**config.mk**
```make
export PLATFORM = sky130hd
export DESIGN_NAME = mx4_block_encoder
export DESIGN_NICKNAME = d
export VERILOG_FILES = /design/src/rtl/mx4_pkg.sv /design/src/rtl/mx4_block_buffer.sv /design/src/rtl/mx4_scale_unit.sv /design/src/rtl/mx4_elem_quant.sv /design/src/rtl/mx4_block_encoder.sv
export SDC_FILE = /design/constraint.sdc
export NUM_CORES = 1
export LEC_CHECK = 0
export CORE_ASPECT_RATIO = 0.7
export CORE_UTILIZATION = 40
export DETAILED_ROUTE_END_ITERATION = 12
export PLACE_DENSITY = 0.62
export RECOVER_POWER = 50
export SLEW_MARGIN = 25
export SYNTH_ARGS = -nofsm -noshare
export SYNTH_HDL_FRONTEND = slang
export SYNTH_SLANG_ARGS = --single-unit
```
**constraint.sdc**
```tcl
create_clock -name clk -period 9.9 [get_ports clk]
set_clock_uncertainty 0.2 [all_clocks]
set_input_delay 1.98 -clock clk [delete_from_list [all_inputs] [get_ports clk]]
set_output_delay 1.98 -clock clk [all_outputs]
set_load 0.005 [all_outputs]
```
**src/rtl/mx4_pkg.sv**
```systemverilog
package mx4_pkg;

    // Input element format (BF16)
    localparam int BF16_W     = 16;
    localparam int BF16_EXP_W = 8;
    localparam int BF16_MAN_W = 7;

    // Output code and scale formats
    localparam int FP4_W      = 4;
    localparam int FP4_MAG_W  = 3;
    localparam int SCALE_W    = 8;

    // Highest exponent of the 4-bit float; the block maximum lands here
    localparam int TOP_EXP    = 2;

    typedef enum logic [1:0] {
        ST_FILL  = 2'd0,
        ST_QUANT = 2'd1,
        ST_SEND  = 2'd2
    } enc_state_e;

endpackage

```
**src/rtl/mx4_block_buffer.sv**
```systemverilog
module mx4_block_buffer
    import mx4_pkg::*;
#(
    parameter int BLK_LEN = 32,
    parameter int IDX_W   = $clog2(BLK_LEN)
) (
    input  logic                  clk,
    input  logic                  rst_n,
    input  logic                  clear,
    input  logic                  wr_en,
    input  logic [IDX_W-1:0]      wr_idx,
    input  logic [BF16_W-1:0]     wr_elem,
    input  logic [IDX_W-1:0]      rd_idx,
    output logic [BF16_W-1:0]     rd_elem,
    output logic [BF16_EXP_W-1:0] max_exp
);

    localparam int EXP_LSB = BF16_MAN_W;

    logic [BF16_W-1:0]     elem_q [BLK_LEN];
    logic [BF16_EXP_W-1:0] wr_exp;

    assign wr_exp  = wr_elem[EXP_LSB +: BF16_EXP_W];
    assign rd_elem = elem_q[rd_idx];

    // Element storage; unwritten slots are masked by the reader
    always_ff @(posedge clk) begin
        if (wr_en) begin
            elem_q[wr_idx] <= wr_elem;
        end
    end

    // Running maximum of the exponent field; a zero field never raises it
    always_ff @(posedge clk or negedge rst_n) begin
        if (!rst_n) begin
            max_exp <= '0;
        end else if (clear) begin
            max_exp <= '0;
        end else if (wr_en && (wr_exp > max_exp)) begin
            max_exp <= wr_exp;
        end
    end

    // within a group the running maximum never decreases
    a_r2_max_monotonic: assert property (@(posedge clk) disable iff (!rst_n)
        (wr_en && !clear) |=> (max_exp >= $past(max_exp)));

endmodule

```
**src/rtl/mx4_scale_unit.sv**
```systemverilog
module mx4_scale_unit
    import mx4_pkg::*;
(
    input  logic [BF16_EXP_W-1:0] max_exp,
    output logic [SCALE_W-1:0]    scale_code
);

    localparam logic [BF16_EXP_W-1:0] SHIFT = BF16_EXP_W'(TOP_EXP);

    // Both formats use bias 127, so the shift is a plain subtraction
    always_comb begin
        if (max_exp >= SHIFT) begin
            scale_code = SCALE_W'(max_exp - SHIFT);
        end else begin
            scale_code = '0;
        end
    end

endmodule

```
**src/rtl/mx4_elem_quant.sv**
```systemverilog
module mx4_elem_quant
    import mx4_pkg::*;
(
    input  logic [BF16_W-1:0]  elem,
    input  logic [SCALE_W-1:0] scale_code,
    output logic [FP4_W-1:0]   code
);

    // Scaled value = 1.man * 2^d with d = exp - scale.
    // It is rounded on a grid of half units whose spacing grows by 2^max(d,0).
    logic                  sgn;
    logic [BF16_EXP_W-1:0] ex;
    logic [BF16_MAN_W-1:0] man;
    logic signed [9:0]     dlt;
    logic signed [9:0]     rsh_full;
    logic [3:0]            rsh;
    logic [1:0]            gsh;
    logic [23:0]           ext;
    logic                  rnd_up;
    logic [7:0]            units;
    logic [9:0]            halves;
    logic [FP4_MAG_W-1:0]  mag;

    always_comb begin
        sgn      = elem[BF16_W-1];
        ex       = elem[BF16_MAN_W +: BF16_EXP_W];
        man      = elem[BF16_MAN_W-1:0];
        dlt      = $signed({2'b00, ex}) - $signed({2'b00, scale_code});
        rsh_full = 10'sd6 - dlt;

        if (dlt >= 10'sd1) begin
            rsh = 4'd6;
            gsh = (dlt >= 10'sd2) ? 2'd2 : 2'd1;
        end else begin
            rsh = (rsh_full > 10'sd15) ? 4'd15 : rsh_full[3:0];
            gsh = 2'd0;
        end

        ext    = {1'b1, man, 16'b0} >> rsh;
        rnd_up = ext[15] & ((|ext[14:0]) | ext[16]);
        units  = ext[23:16] + {7'b0, rnd_up};
        halves = {2'b00, units} << gsh;

        if (ex == '0) begin
            mag = 3'd0;
        end else if (dlt > 10'sd2) begin
            mag = 3'd7;
        end else begin
            unique case (halves)
                10'd0:   mag = 3'd0;
                10'd1:   mag = 3'd1;
                10'd2:   mag = 3'd2;
                10'd3:   mag = 3'd3;
                10'd4:   mag = 3'd4;
                10'd6:   mag = 3'd5;
                10'd8:   mag = 3'd6;
                default: mag = 3'd7;
            endcase
        end

        code = {sgn, mag};
    end

endmodule

```
**src/rtl/mx4_block_encoder.sv**
```systemverilog
module mx4_block_encoder
    import mx4_pkg::*;
#(
    parameter int BLK_LEN = 32
) (
    input  logic                         clk,
    input  logic                         rst_n,
    input  logic                         in_valid,
    output logic                         in_ready,
    input  logic [15:0]                  in_elem,
    input  logic                         in_last,
    output logic                         out_valid,
    input  logic                         out_ready,
    output logic [7:0]                   out_scale,
    output logic [BLK_LEN*4-1:0]         out_payload
);

    localparam int IDX_W     = $clog2(BLK_LEN);
    localparam int CNT_W     = $clog2(BLK_LEN + 1);
    localparam int PAYLOAD_W = BLK_LEN * FP4_W;
    localparam logic [IDX_W-1:0] LAST_IDX = IDX_W'(BLK_LEN - 1);

    enc_state_e            state_q, state_nx;
    logic [IDX_W-1:0]      wr_idx_q;
    logic [IDX_W-1:0]      rd_idx_q;
    logic [CNT_W-1:0]      fill_cnt_q;
    logic                  accept;
    logic                  blk_close;
    logic                  taken;
    logic [BF16_W-1:0]     rd_elem;
    logic [BF16_W-1:0]     q_in;
    logic [FP4_W-1:0]      q_code;
    logic [BF16_EXP_W-1:0] max_exp;
    logic [SCALE_W-1:0]    scale_code;
    logic [PAYLOAD_W-1:0]  payload_w;

    assign accept    = in_valid && in_ready;
    assign blk_close = accept && (in_last || (wr_idx_q == LAST_IDX));
    assign taken     = out_valid && out_ready;

    // State register
    always_ff @(posedge clk or negedge rst_n) begin
        if (!rst_n) begin
            state_q <= ST_FILL;
        end else begin
            state_q <= state_nx;
        end
    end

    // Transitions: close, converted, taken
    always_comb begin
        state_nx = state_q;
        unique case (state_q)
            ST_FILL:  if (blk_close)             state_nx = ST_QUANT;
            ST_QUANT: if (rd_idx_q == LAST_IDX)  state_nx = ST_SEND;
            ST_SEND:  if (out_ready)             state_nx = ST_FILL;
            default:                             state_nx = ST_FILL;
        endcase
    end

    // Outputs
    always_comb begin
        in_ready    = (state_q == ST_FILL);
        out_valid   = (state_q == ST_SEND);
        out_scale   = scale_code;
        out_payload = payload_w;
    end

    // Fill and convert indices
    always_ff @(posedge clk or negedge rst_n) begin
        if (!rst_n) begin
            wr_idx_q   <= '0;
            rd_idx_q   <= '0;
            fill_cnt_q <= '0;
        end else begin
            if (accept) begin
                wr_idx_q <= blk_close ? '0 : wr_idx_q + 1'b1;
            end
            if (blk_close) begin
                fill_cnt_q <= CNT_W'(wr_idx_q) + CNT_W'(1);
            end
            if (state_q == ST_QUANT) begin
                rd_idx_q <= (rd_idx_q == LAST_IDX) ? '0 : rd_idx_q + 1'b1;
            end
        end
    end

    mx4_block_buffer #(
        .BLK_LEN (BLK_LEN),
        .IDX_W   (IDX_W)
    ) u_buffer (
        .clk     (clk),
        .rst_n   (rst_n),
        .clear   (taken),
        .wr_en   (accept),
        .wr_idx  (wr_idx_q),
        .wr_elem (in_elem),
        .rd_idx  (rd_idx_q),
        .rd_elem (rd_elem),
        .max_exp (max_exp)
    );

    mx4_scale_unit u_scale (
        .max_exp    (max_exp),
        .scale_code (scale_code)
    );

    // Slots past the received count are fed as zero
    assign q_in = (CNT_W'(rd_idx_q) < fill_cnt_q) ? rd_elem : '0;

    mx4_elem_quant u_quant (
        .elem       (q_in),
        .scale_code (scale_code),
        .code       (q_code)
    );

    // One code register per slot, loaded when the convert index reaches it
    for (genvar gi = 0; gi < BLK_LEN; gi++) begin : g_slot
        logic [FP4_W-1:0] slot_q;
        always_ff @(posedge clk or negedge rst_n) begin
            if (!rst_n) begin
                slot_q <= '0;
            end else if ((state_q == ST_QUANT) && (rd_idx_q == IDX_W'(gi))) begin
                slot_q <= q_code;
            end
        end
        assign payload_w[gi*FP4_W +: FP4_W] = slot_q;
    end

    // the 32nd element always ends the group
    a_r1_full_block_closes: assert property (@(posedge clk) disable iff (!rst_n)
        (accept && (wr_idx_q == LAST_IDX)) |=> (state_q == ST_QUANT));

    // no input is accepted once a group has closed
    a_r8_ready_drops: assert property (@(posedge clk) disable iff (!rst_n)
        blk_close |=> !in_ready);

    // the record is frozen under backpressure
    a_r9_hold_stable: assert property (@(posedge clk) disable iff (!rst_n)
        (out_valid && !out_ready) |=>
            (out_valid && $stable(out_scale) && $stable(out_payload)));

    // zero-exponent inputs never give a nonzero magnitude
    a_r6_subnormal_flush: assert property (@(posedge clk) disable iff (!rst_n)
        ((state_q == ST_QUANT) && (q_in[14:7] == 8'd0)) |-> (q_code[2:0] == 3'd0));

    // the element holding the block maximum lands in the top binade (4 or 6)
    a_r2_max_top_binade: assert property (@(posedge clk) disable iff (!rst_n)
        ((state_q == ST_QUANT) && (q_in[14:7] == max_exp) && (max_exp >= 8'd2))
            |-> (q_code[2:0] >= 3'd6));

endmodule

```
### After elaboration in Yosys (flattened, before gate mapping)

Memory sizes are Yosys's and may differ from the RTL's.
Cells that the tools add are included.

| storage, ports and cells | value |
|---|---|
| register bits after elaboration | 154 |
| memory bits (writable) | 512 |
| memories | 1 |

Memories:

| memory | depth | width | read ports | clocked after Yosys merged registers in | write ports | line | RTL |
|---|---|---|---|---|---|---|---|
| u_buffer.elem_q | 32 | 16 | 1 | 0 | 1 | mx4_block_buffer.sv:20 | `logic [BF16_W-1:0] elem_q [BLK_LEN];` |

| operators by class | value |
|---|---|
| add/sub/neg operators | 7 |
| order comparisons | 7 |
| equal/unequal tests | 43 |
| shift operators | 2 |
| muxes and demuxes | 19 |
| bitwise gates (word level) | 2 |
| reductions and logical operators | 44 |

Operators by type and width:

| cell | number |
|---|---|
| 5-bit == test (second input constant) | 17 |
| 5-bit by 4-bit == test with 1-bit output (second input constant) | 8 |
| 1-bit logical AND | 36 |
| 8-bit 2-to-1 mux | 3 |
| 24-bit by 4-bit right shift with 24-bit output | 1 |
| 3-bit case mux with 7 select lines | 1 |
| 10-bit by 2-bit == test with 1-bit output (second input constant) | 2 |
| 10-bit by 3-bit == test with 1-bit output (second input constant) | 2 |
| 5-bit by 3-bit == test with 1-bit output (second input constant) | 4 |
| 16-bit 2-to-1 mux | 1 |
| 15-bit OR reduction | 1 |
| 5-bit by 1-bit adder with 5-bit output (second input constant) | 2 |
| 10-bit by 1-bit == test with 1-bit output (second input constant) | 1 |
| 10-bit by 4-bit == test with 1-bit output (second input constant) | 1 |
| 5-bit by 2-bit == test with 1-bit output (second input constant) | 2 |
| 10-bit by 2-bit greater-or-equal comparator with 1-bit output (second input constant) | 1 |
| 10-bit by 3-bit greater-or-equal comparator with 1-bit output (second input constant) | 1 |
| 10-bit by 3-bit greater-than comparator with 1-bit output (second input constant) | 1 |
| 10-bit by 5-bit greater-than comparator with 1-bit output (second input constant) | 1 |
| 10-bit zero test | 1 |
| 2-bit 2-to-1 mux | 5 |
| 5-bit 2-to-1 mux | 2 |
| 8-bit by 2-bit left shift with 10-bit output | 1 |
| 4-bit by 10-bit subtractor with 10-bit output (first input constant) | 1 |
| 24 further kinds | 28 |

### Logic depth before layout (Yosys ltp)

Gate-level depths: netlist (run 1).

| depth | value |
|---|---|
| depth after elaboration | 17 |
| depth in mapped cells | 32 |
| depth with buffers taken out | 26 |

### Modules after synthesis

Synthesis (run 1) repeated with hierarchy kept, for this count alone.

| unflattened totals | value |
|---|---|
| cell total of the unflattened synthesis | 1,634 |
| area, all modules | 28,178.3 um^2 |

Modules (own cells, without submodules):

| module | instances | cells an instance | area each (um^2) | seq. area each (um^2) |
|---|---|---|---|---|
| mx4_block_buffer | 1 | 879 | 19,982.9 | 15,574.9 |
| mx4_block_encoder | 1 | 463 | 6,223.5 | 3,653.5 |
| mx4_elem_quant | 1 | 266 | 1,810.5 | 0.0 |
| mx4_scale_unit | 1 | 26 | 161.4 | 0.0 |

### Worst setup path after synthesis (run 1)

No wires, ideal clock.

| timing | value |
|---|---|
| path kind | register -> register |
| start | reg rd_idx_q[0] |
| end | reg g_slot[11].slot_q[1] |
| setup time | 0.125 ns |
| arrival time | 7.605 ns |
| data required time | 9.575 ns |
| setup slack | 1.971 ns |
| cell stages (with the launch flop) | 30 |
| buffers on the path | 7 |
| clock period less this slack | 7.929 ns |
| cell sequence | dfrtp_1 buf_6 buf_6 buf_2 buf_2 buf_1 mux4_2 mux4_2 mux2i_1 or2_2 ha_1 fa_1 ha_1 or3b_1 or3_1 nor4_4 o211a_4 buf_6 nand2_1 mux2_4 a221o_1 nor2_1 ha_1 a221o_1 mux2i_1 o21a_1 and3b_4 a21oi_4 buf_6 mux2_2 |

| on the way | value |
|---|---|
| word-level cells in the longest chain between the ends | 17 |
| elaborated cells on any way between the ends | 32 |

RTL lines:

| what | line | RTL |
|---|---|---|
| start: declaration | mx4_block_encoder.sv:25 | `logic [IDX_W-1:0] rd_idx_q;` |
| start signal: assignment | mx4_block_encoder.sv:83 | `rd_idx_q <= (rd_idx_q == LAST_IDX) ? '0 : rd_idx_q + 1'b1;` |
| memory read 32 x 16 bit / 5-bit by 6-bit < comparator with 1-bit output (equally long branches) | - |  |
| 16-bit 2-to-1 mux | mx4_block_encoder.sv:109 | `assign q_in = (CNT_W'(rd_idx_q) < fill_cnt_q) ? rd_elem : '0;` |
| 8-bit by 8-bit subtractor with 9-bit output | mx4_elem_quant.sv:28 | `dlt = $signed({2'b00, ex}) - $signed({2'b00, scale_code});` |
| 4-bit by 10-bit subtractor with 10-bit output | mx4_elem_quant.sv:29 | `rsh_full = 10'sd6 - dlt;` |
| 10-bit by 5-bit greater-than comparator with 1-bit output | mx4_elem_quant.sv:35 | `rsh = (rsh_full > 10'sd15) ? 4'd15 : rsh_full[3:0];` |
| 4-bit 2-to-1 mux | mx4_elem_quant.sv:35 |  |
| 4-bit 2-to-1 mux | mx4_elem_quant.sv:31 | `if (dlt >= 10'sd1) begin` |
| 24-bit by 4-bit right shift with 24-bit output | mx4_elem_quant.sv:39 | `ext = {1'b1, man, 16'b0} >> rsh;` |
| 15-bit OR reduction | mx4_elem_quant.sv:40 | `rnd_up = ext[15] & ((\|ext[14:0]) \| ext[16]);` |
| 1-bit bitwise OR | mx4_elem_quant.sv:40 |  |
| 1-bit bitwise AND | mx4_elem_quant.sv:40 |  |
| 8-bit by 1-bit adder with 8-bit output | mx4_elem_quant.sv:41 | `units = ext[23:16] + {7'b0, rnd_up};` |
| 8-bit by 2-bit left shift with 10-bit output | mx4_elem_quant.sv:42 | `halves = {2'b00, units} << gsh;` |
| 10-bit by 4-bit == test with 1-bit output (tied with other cells) | mx4_elem_quant.sv:49 | `unique case (halves)` |
| 3-bit case mux with 7 select lines | mx4_elem_quant.sv:49 |  |
| 3-bit 2-to-1 mux | mx4_elem_quant.sv:46 | `end else if (dlt > 10'sd2) begin` |
| 3-bit 2-to-1 mux | mx4_elem_quant.sv:44 | `if (ex == '0) begin` |
| end signal: assignment | mx4_block_encoder.sv:124 | `slot_q <= q_code;` |
| end: declaration | mx4_block_encoder.sv:119 | `logic [FP4_W-1:0] slot_q;` |

Parallel ways exist; a longest one is shown, timed or not.
A chain may end at the register's enable or synchronous reset.

### Final worst setup path (run 1)

| timing | value |
|---|---|
| start | reg rd_idx_q[0] |
| end | reg g_slot[8].slot_q[2] |

| on the way | value |
|---|---|
| word-level cells in the longest chain between the ends | 17 |
| elaborated cells on any way between the ends | 32 |

RTL lines:

| what | line |
|---|---|
| memory read 32 x 16 bit / 5-bit by 6-bit < comparator with 1-bit output (equally long branches) | - |
| 16-bit 2-to-1 mux | mx4_block_encoder.sv:109 |
| 8-bit by 8-bit subtractor with 9-bit output | mx4_elem_quant.sv:28 |
| 4-bit by 10-bit subtractor with 10-bit output | mx4_elem_quant.sv:29 |
| 10-bit by 5-bit greater-than comparator with 1-bit output | mx4_elem_quant.sv:35 |
| 4-bit 2-to-1 mux | mx4_elem_quant.sv:35 |
| 4-bit 2-to-1 mux | mx4_elem_quant.sv:31 |
| 24-bit by 4-bit right shift with 24-bit output | mx4_elem_quant.sv:39 |
| 15-bit OR reduction | mx4_elem_quant.sv:40 |
| 1-bit bitwise OR | mx4_elem_quant.sv:40 |
| 1-bit bitwise AND | mx4_elem_quant.sv:40 |
| 8-bit by 1-bit adder with 8-bit output | mx4_elem_quant.sv:41 |
| 8-bit by 2-bit left shift with 10-bit output | mx4_elem_quant.sv:42 |
| 10-bit by 4-bit == test with 1-bit output (tied with other cells) | mx4_elem_quant.sv:49 |
| 3-bit case mux with 7 select lines | mx4_elem_quant.sv:49 |
| 3-bit 2-to-1 mux | mx4_elem_quant.sv:46 |
| 3-bit 2-to-1 mux | mx4_elem_quant.sv:44 |
| end signal: assignment | mx4_block_encoder.sv:124 |
| end: declaration | mx4_block_encoder.sv:119 |

Parallel ways exist; a longest one is shown, timed or not.

==> results of run 1 <==
path summary, 6_finish.rpt:
path / startpoint / to / slack (ns)
max: rd_idx_q[0] / g_slot[8].slot_q[2] / 1.24
min in group asynchronous: rst_n / u_buffer.max_exp[0] / 1.67
max in group asynchronous: rst_n / g_slot[29].slot_q[3] / 3.29
max reg2reg: rd_idx_q[0] / g_slot[8].slot_q[2] / 1.24
min: g_slot[20].slot_q[3] / g_slot[20].slot_q[3] / 0.30
min reg2reg: g_slot[20].slot_q[3] / g_slot[20].slot_q[3] / 0.30
cells in the final DEF, fill, tap and decap left out, types with 9 or more instances in the layout:
| cell | Yosys | layout |
|---|---|---|
| nor2_2 | 3 | 33 |
| clkbuf_16 | 0 | 61 |
| nor2b_1 | 9 | 9 |
| buf_4 | 1 | 53 |
| nand3b_1 | 9 | 9 |
| nand2b_1 | 13 | 13 |
| nor3_1 | 44 | 44 |
| clkinv_2 | 0 | 9 |
| nand3_1 | 18 | 18 |
| nand2_1 | 108 | 108 |
| dlygate4sd3_1 | 0 | 64 |
| and3_1 | 16 | 16 |
| ha_1 | 38 | 38 |
| a22oi_1 | 12 | 12 |
| mux2_2 | 99 | 99 |
| clkinv_1 | 0 | 13 |
| clkbuf_1 | 27 | 33 |
| mux2i_1 | 44 | 44 |
| nor2_1 | 72 | 40 |
| inv_1 | 35 | 35 |
| mux4_2 | 156 | 156 |
| clkdlybuf4s50_1 | 0 | 84 |
| dfrtp_1 | 154 | 150 |
| a21oi_1 | 58 | 57 |
| edfxtp_1 | 512 | 512 |
| o21ai_0 | 28 | 28 |
area by class of cell:
cell class                 instances  share of cell area, %
sequential                       666                   58.0
tap                              954                   3.60
timing repair buffer             220                   5.88
multi-input combinational        863                   26.3
clock buffer                      75                   4.76
inverter                          36                  0.407
clock inverter                    36                   1.05
metrics by stage:
step                      hold slack (ns)  worst slack, ns  instance area, um^2  std cells  utilization [%]
after floorplan                     0.251             1.97                28400       1646                -
after global placement              0.287             1.47                31300       2738             44.7
after detailed placement            0.292             1.26                31300       2738             44.8
after CTS                           0.306             1.24                33300       2849             47.5
after global routing                0.317            0.716                33200       2850             47.4
final                               0.298             1.24                33200       2850             47.4
routing by layer:
layer	global-route usage (%)	vias to the layer above
met4	4.01	2
li1	-	6923
met5	0	-
met2	29.8	554
met3	3.51	81
met1	30.3	8584
registers in the layout, summed over array words and instances (netlist names):
name              flops
u_buffer.max_exp      8
rd_idx_q              5
wr_idx_q              5
state_q               2
g_slot.slot_q       128
u_buffer.elem_q     512
fill_cnt_q            6
cell families after synthesis:
logic type / share of synthesized area (%)
xor+xnor: 0.308
mux: 18.0
fa+ha+maj: 1.74
flops: 67.6
buf+inv: 2.04
simple gates: 5.75
compound gates: 4.55
critical path, delay by kind of cell, from the launching register on:
family,cells,cell delay (ns)
AO/OA/AOI/OAI,8,2.71
multiplexers,4,1.61
flip-flops,1,0.91
adder cells (fa/ha/maj),2,0.72
AND/OR/NAND/NOR,6,1.64
buffers and inverters,3,0.69
==> metrics.cfg, run 1 <==
[die]
die_x_um=321
pin_count=159
fp-row-count=81
die_y_um=225
fp.coreArea_um2=70000
start_util_pct=40.6
dieArea_um2=72200

[sta]
max_clock_freq_ghz=0.116
finalSetupTns_ns=0
maxSlewViolCount=361
period_needed_ns=8.66
worstMarginPinSlew_ns=3.90
rsz0062_at_grt=no
setup_viol=0
period_share_pct=87.5
slew_headroom_pct=-160
hold_viol_final=0

[synthesis]
avgSynthCellArea_um2=17.3
yosysMostFrequentCell=edfxtp_1
synth.yosys.seq_area_share_pct=67.6
ys_ff_latch=666
synth_area_leaders=edfxtp_1 (54%), dfrtp_1 (14%), mux4_2 (12%)
synth_fp_nets=1706
synth_edf_count=512
postSynth.asyncResetShare_pct=23.1
syn_inst=1646
yosysTopAreaCell=edfxtp_1
yosys_warnings=0
netlist_area_um2=28400
netlist_top_cells_count=edfxtp_1 (512), mux4_2 (156), dfrtp_1 (154)
ys_types=85
synthFlopType=edfxtp_1
yosys.area.top_type_share_pct=54.1

[critical_path]
startpoint_type=register
cpPeakStageDelay_ns=0.91
worstSetupPathType=register to register
cp_max_fo=38
cp.arrival_ns=9.01
r2r_cells=23
critPathRequiredTime_ns=10.25
cp-end-kind=register
slowest_stage=dfrtp_4
cp_cell_sequence=buf_4, buf_4, mux4_2, mux4_2, nand2_1, a21oi_1, ha_1, a211o_1, or2_0, o31ai_1, nor4b_1, nor2_1, o211ai_2, mux2i_1, a2111oi_2, or2_2, ha_1, inv_1, o31a_1, a211oi_1, and3b_4, a21oi_4, mux2_2

[clock_network]
cts_tree=yes
htreeDepth=2
clock_path_buffers=3
cts.hold.buffers_added=0
path_clk_slew_ns=0.06
cts.sinks=666
ctsResizeCount=0
insertion_delay_ns=0.63
post_cts_buffers=0
cts_root_buf=clkbuf_16
cts_buffers=60

[finish]
num-nets-final=1907
multi_input_area_um2=8730
drive_above_1_share_pct=24.7
antenna_cells=0
area_growth_pct=16.7
ff_latch_area_um2=19200
nFillCells=5859

[global_routing]
antenna_found_initial=2
grt_pass1_vias=16200
grt_pass1_wl_um=107000
grt_usage_pct=19.9
grt_max_degree=72
overflow=0

[outcome]
outcome=complete, but fails checks
violations=max-capacitance violations, max-slew violations

[routing]
viasPerCell=5.66
highest_layer=met5
wl_met2_um=32600
drc=0
met3WireLength_um=4560
wl_um=71700
vias=16100
drtPass1Iterations=5
ant_nets=0
drt-initial-drc-count=1424
avgRoutedWirePerCell_um=25.2
wl_met1_um=33500

[placement]
place_congestion=0.863
hpwl_um=46600
io_buffers=158

[min_path]
worstHoldPathCells=1
hold_class=register to register

[job]
drv_cap=9

Power of run 1 is left out: the tool's default activity adds up to more than one toggle a clock period on the data nets, which glitch-free logic cannot reach.
==> run 2: changes to the inputs <==
- SLEW_MARGIN: 25 -> 20
==> metrics.cfg, run 2 (synthesized netlist as in run 1, its figures left out) <==
[clock_network]
cts.sinks=666  ; unchanged
cts_buffers=60  ; unchanged
path_clk_slew_ns=0.07  ; about the same
clock_path_buffers=3  ; unchanged
cts_tree=yes
htreeDepth=2  ; unchanged
post_cts_buffers=0  ; unchanged
ctsResizeCount=0  ; unchanged
cts.hold.buffers_added=0  ; unchanged
insertion_delay_ns=0.64  ; about the same
cts_root_buf=clkbuf_16

[die]
start_util_pct=40.6  ; unchanged
pin_count=159  ; unchanged
fp-row-count=81  ; unchanged
die_y_um=225  ; unchanged
die_x_um=321  ; unchanged
fp.coreArea_um2=70000  ; unchanged
dieArea_um2=72200  ; unchanged

[finish]
antenna_cells=0  ; unchanged
drive_above_1_share_pct=25.0  ; +0.26 points
layout_common_cells=edfxtp_1 (512), mux4_2 (156), dfrtp_1 (150)
final_common_cell=edfxtp_1
reg_top3=u_buffer.elem_q x512, g_slot.slot_q x128, u_buffer.max_exp x8
largest_reg_flops=512  ; unchanged
num-nets-final=1906  ; -0.052%
largest_register=u_buffer.elem_q
area_growth_pct=17.3

[placement]
hpwl_um=46500  ; -0.19%
io_buffers=158  ; unchanged
place_congestion=0.863  ; unchanged

[routing]
vias=16000  ; -0.81%
drtPass1Iterations=6  ; +1
viasPerCell=5.62  ; -0.81%
avgRoutedWirePerCell_um=25.1  ; -0.47%
wl_um=71400  ; -0.47%
ant_nets=0  ; unchanged
drc=0  ; unchanged
drt-initial-drc-count=1396  ; -2.0%

[critical_path]
cp_max_fo=38  ; unchanged
critPathRequiredTime_ns=10.27  ; +0.02 ns
startpoint_type=register
worstSetupPathType=register to register
cp-end-kind=register
cp.arrival_ns=9.03  ; +0.02 ns

[outcome]
outcome=complete, but fails checks
violations=max-capacitance violations, max-slew violations

[sta]
rsz0062_at_grt=no
finalSetupTns_ns=0  ; unchanged
period_share_pct=87.4  ; about the same
worstMarginPinSlew_ns=3.74  ; -0.152 ns
slew_headroom_pct=-150  ; +10 points
hold_viol_final=0  ; unchanged
max_clock_freq_ghz=0.116  ; about the same
setup_viol=0  ; unchanged
period_needed_ns=8.65  ; -0.00409 ns
maxSlewViolCount=361  ; unchanged

[min_path]
hold_class=register to register

[global_routing]
grt_usage_pct=19.7  ; -0.15 points
overflow=0  ; unchanged
grt_pass1_vias=16100  ; -0.73%
grt_pass1_wl_um=106000  ; -1.0%
grt_max_degree=72  ; unchanged
antenna_found_initial=1  ; -1

[job]
drv_cap=9  ; unchanged

run 2: cell count changes in the layout (fill, tap and decap cells not counted), moves of 2 or more:
cell	previous run	this run
clkinvlp_4	1	3
clkinv_4	3	1
clkbuf_1	33	28
bufinv_16	6	12
run 2: cell type report:
class | instances | area, um^2
flip-flops and latches | 666 | 19200
multi-input cells | 863 | 8730
clock inverters | 41 | 520
inverters | 36 | 135
well taps | 954 | 1190
clock buffers | 71 | 1560
fillers | 5835 | 36700
repair buffers | 219 | 1950
run 2: worst paths after layout:
path	endpoint	slack [ns]	start	cells past startpoint
hold reg to reg	fill_cnt_q[0]	0.30	fill_cnt_q[0]	2
min in group asynchronous	u_buffer.max_exp[0]	1.67	rst_n	1
setup reg to reg	g_slot[18].slot_q[2]	1.25	rd_idx_q[0]	22
hold / removal	fill_cnt_q[0]	0.30	fill_cnt_q[0]	2
max in group asynchronous	g_slot[9].slot_q[2]	3.42	rst_n	2
setup / recovery	g_slot[18].slot_q[2]	1.25	rd_idx_q[0]	22
run 2: through the flow:
stage	setup slack, ns	instance area (um^2)	hold WS, ns	utilization, %	instances
detailed placement	1.30	31300	0.292	44.7	2738
finish	1.25	33300	0.298	47.6	2850
global placement	1.47	31300	0.287	44.7	2738
global route	0.668	33300	0.308	47.6	2850
CTS	1.24	33400	0.307	47.7	2850
floorplan	1.97	28400	0.251	-	1646
run 2: critical path, stage by stage (launching register included):
cell and delay [ns]:
dfrtp_4 0.91, buf_4 0.70, mux4_2 0.59, mux4_2 0.46, nand2_1 0.08, a21oi_1 0.19, ha_1 0.44, nor2b_1 0.24
nand2_1 0.08, a211oi_1 0.41, or3_1 0.23, nor4_4 0.06, o211ai_2 0.60, mux2i_1 0.29, a2111oi_2 0.59, or2_2 0.21
ha_1 0.22, inv_1 0.10, o31a_1 0.30, a211oi_1 0.25, and3b_4 0.26, a21oi_4 0.76, mux2_2 0.31
run 2: layer usage:
metal  wire, um  up-vias  share of wire (%)  global-route usage, %
met1      32900     8407                 46                   29.8
met5         12        -              0.017                      0
met3       4930       88                6.9                   3.79
li1           -     6917                  -                      -
met4       1130        2                1.6                   4.15
met2      32400      600                 45                   29.6
Power of run 2 is left out for the same reason.
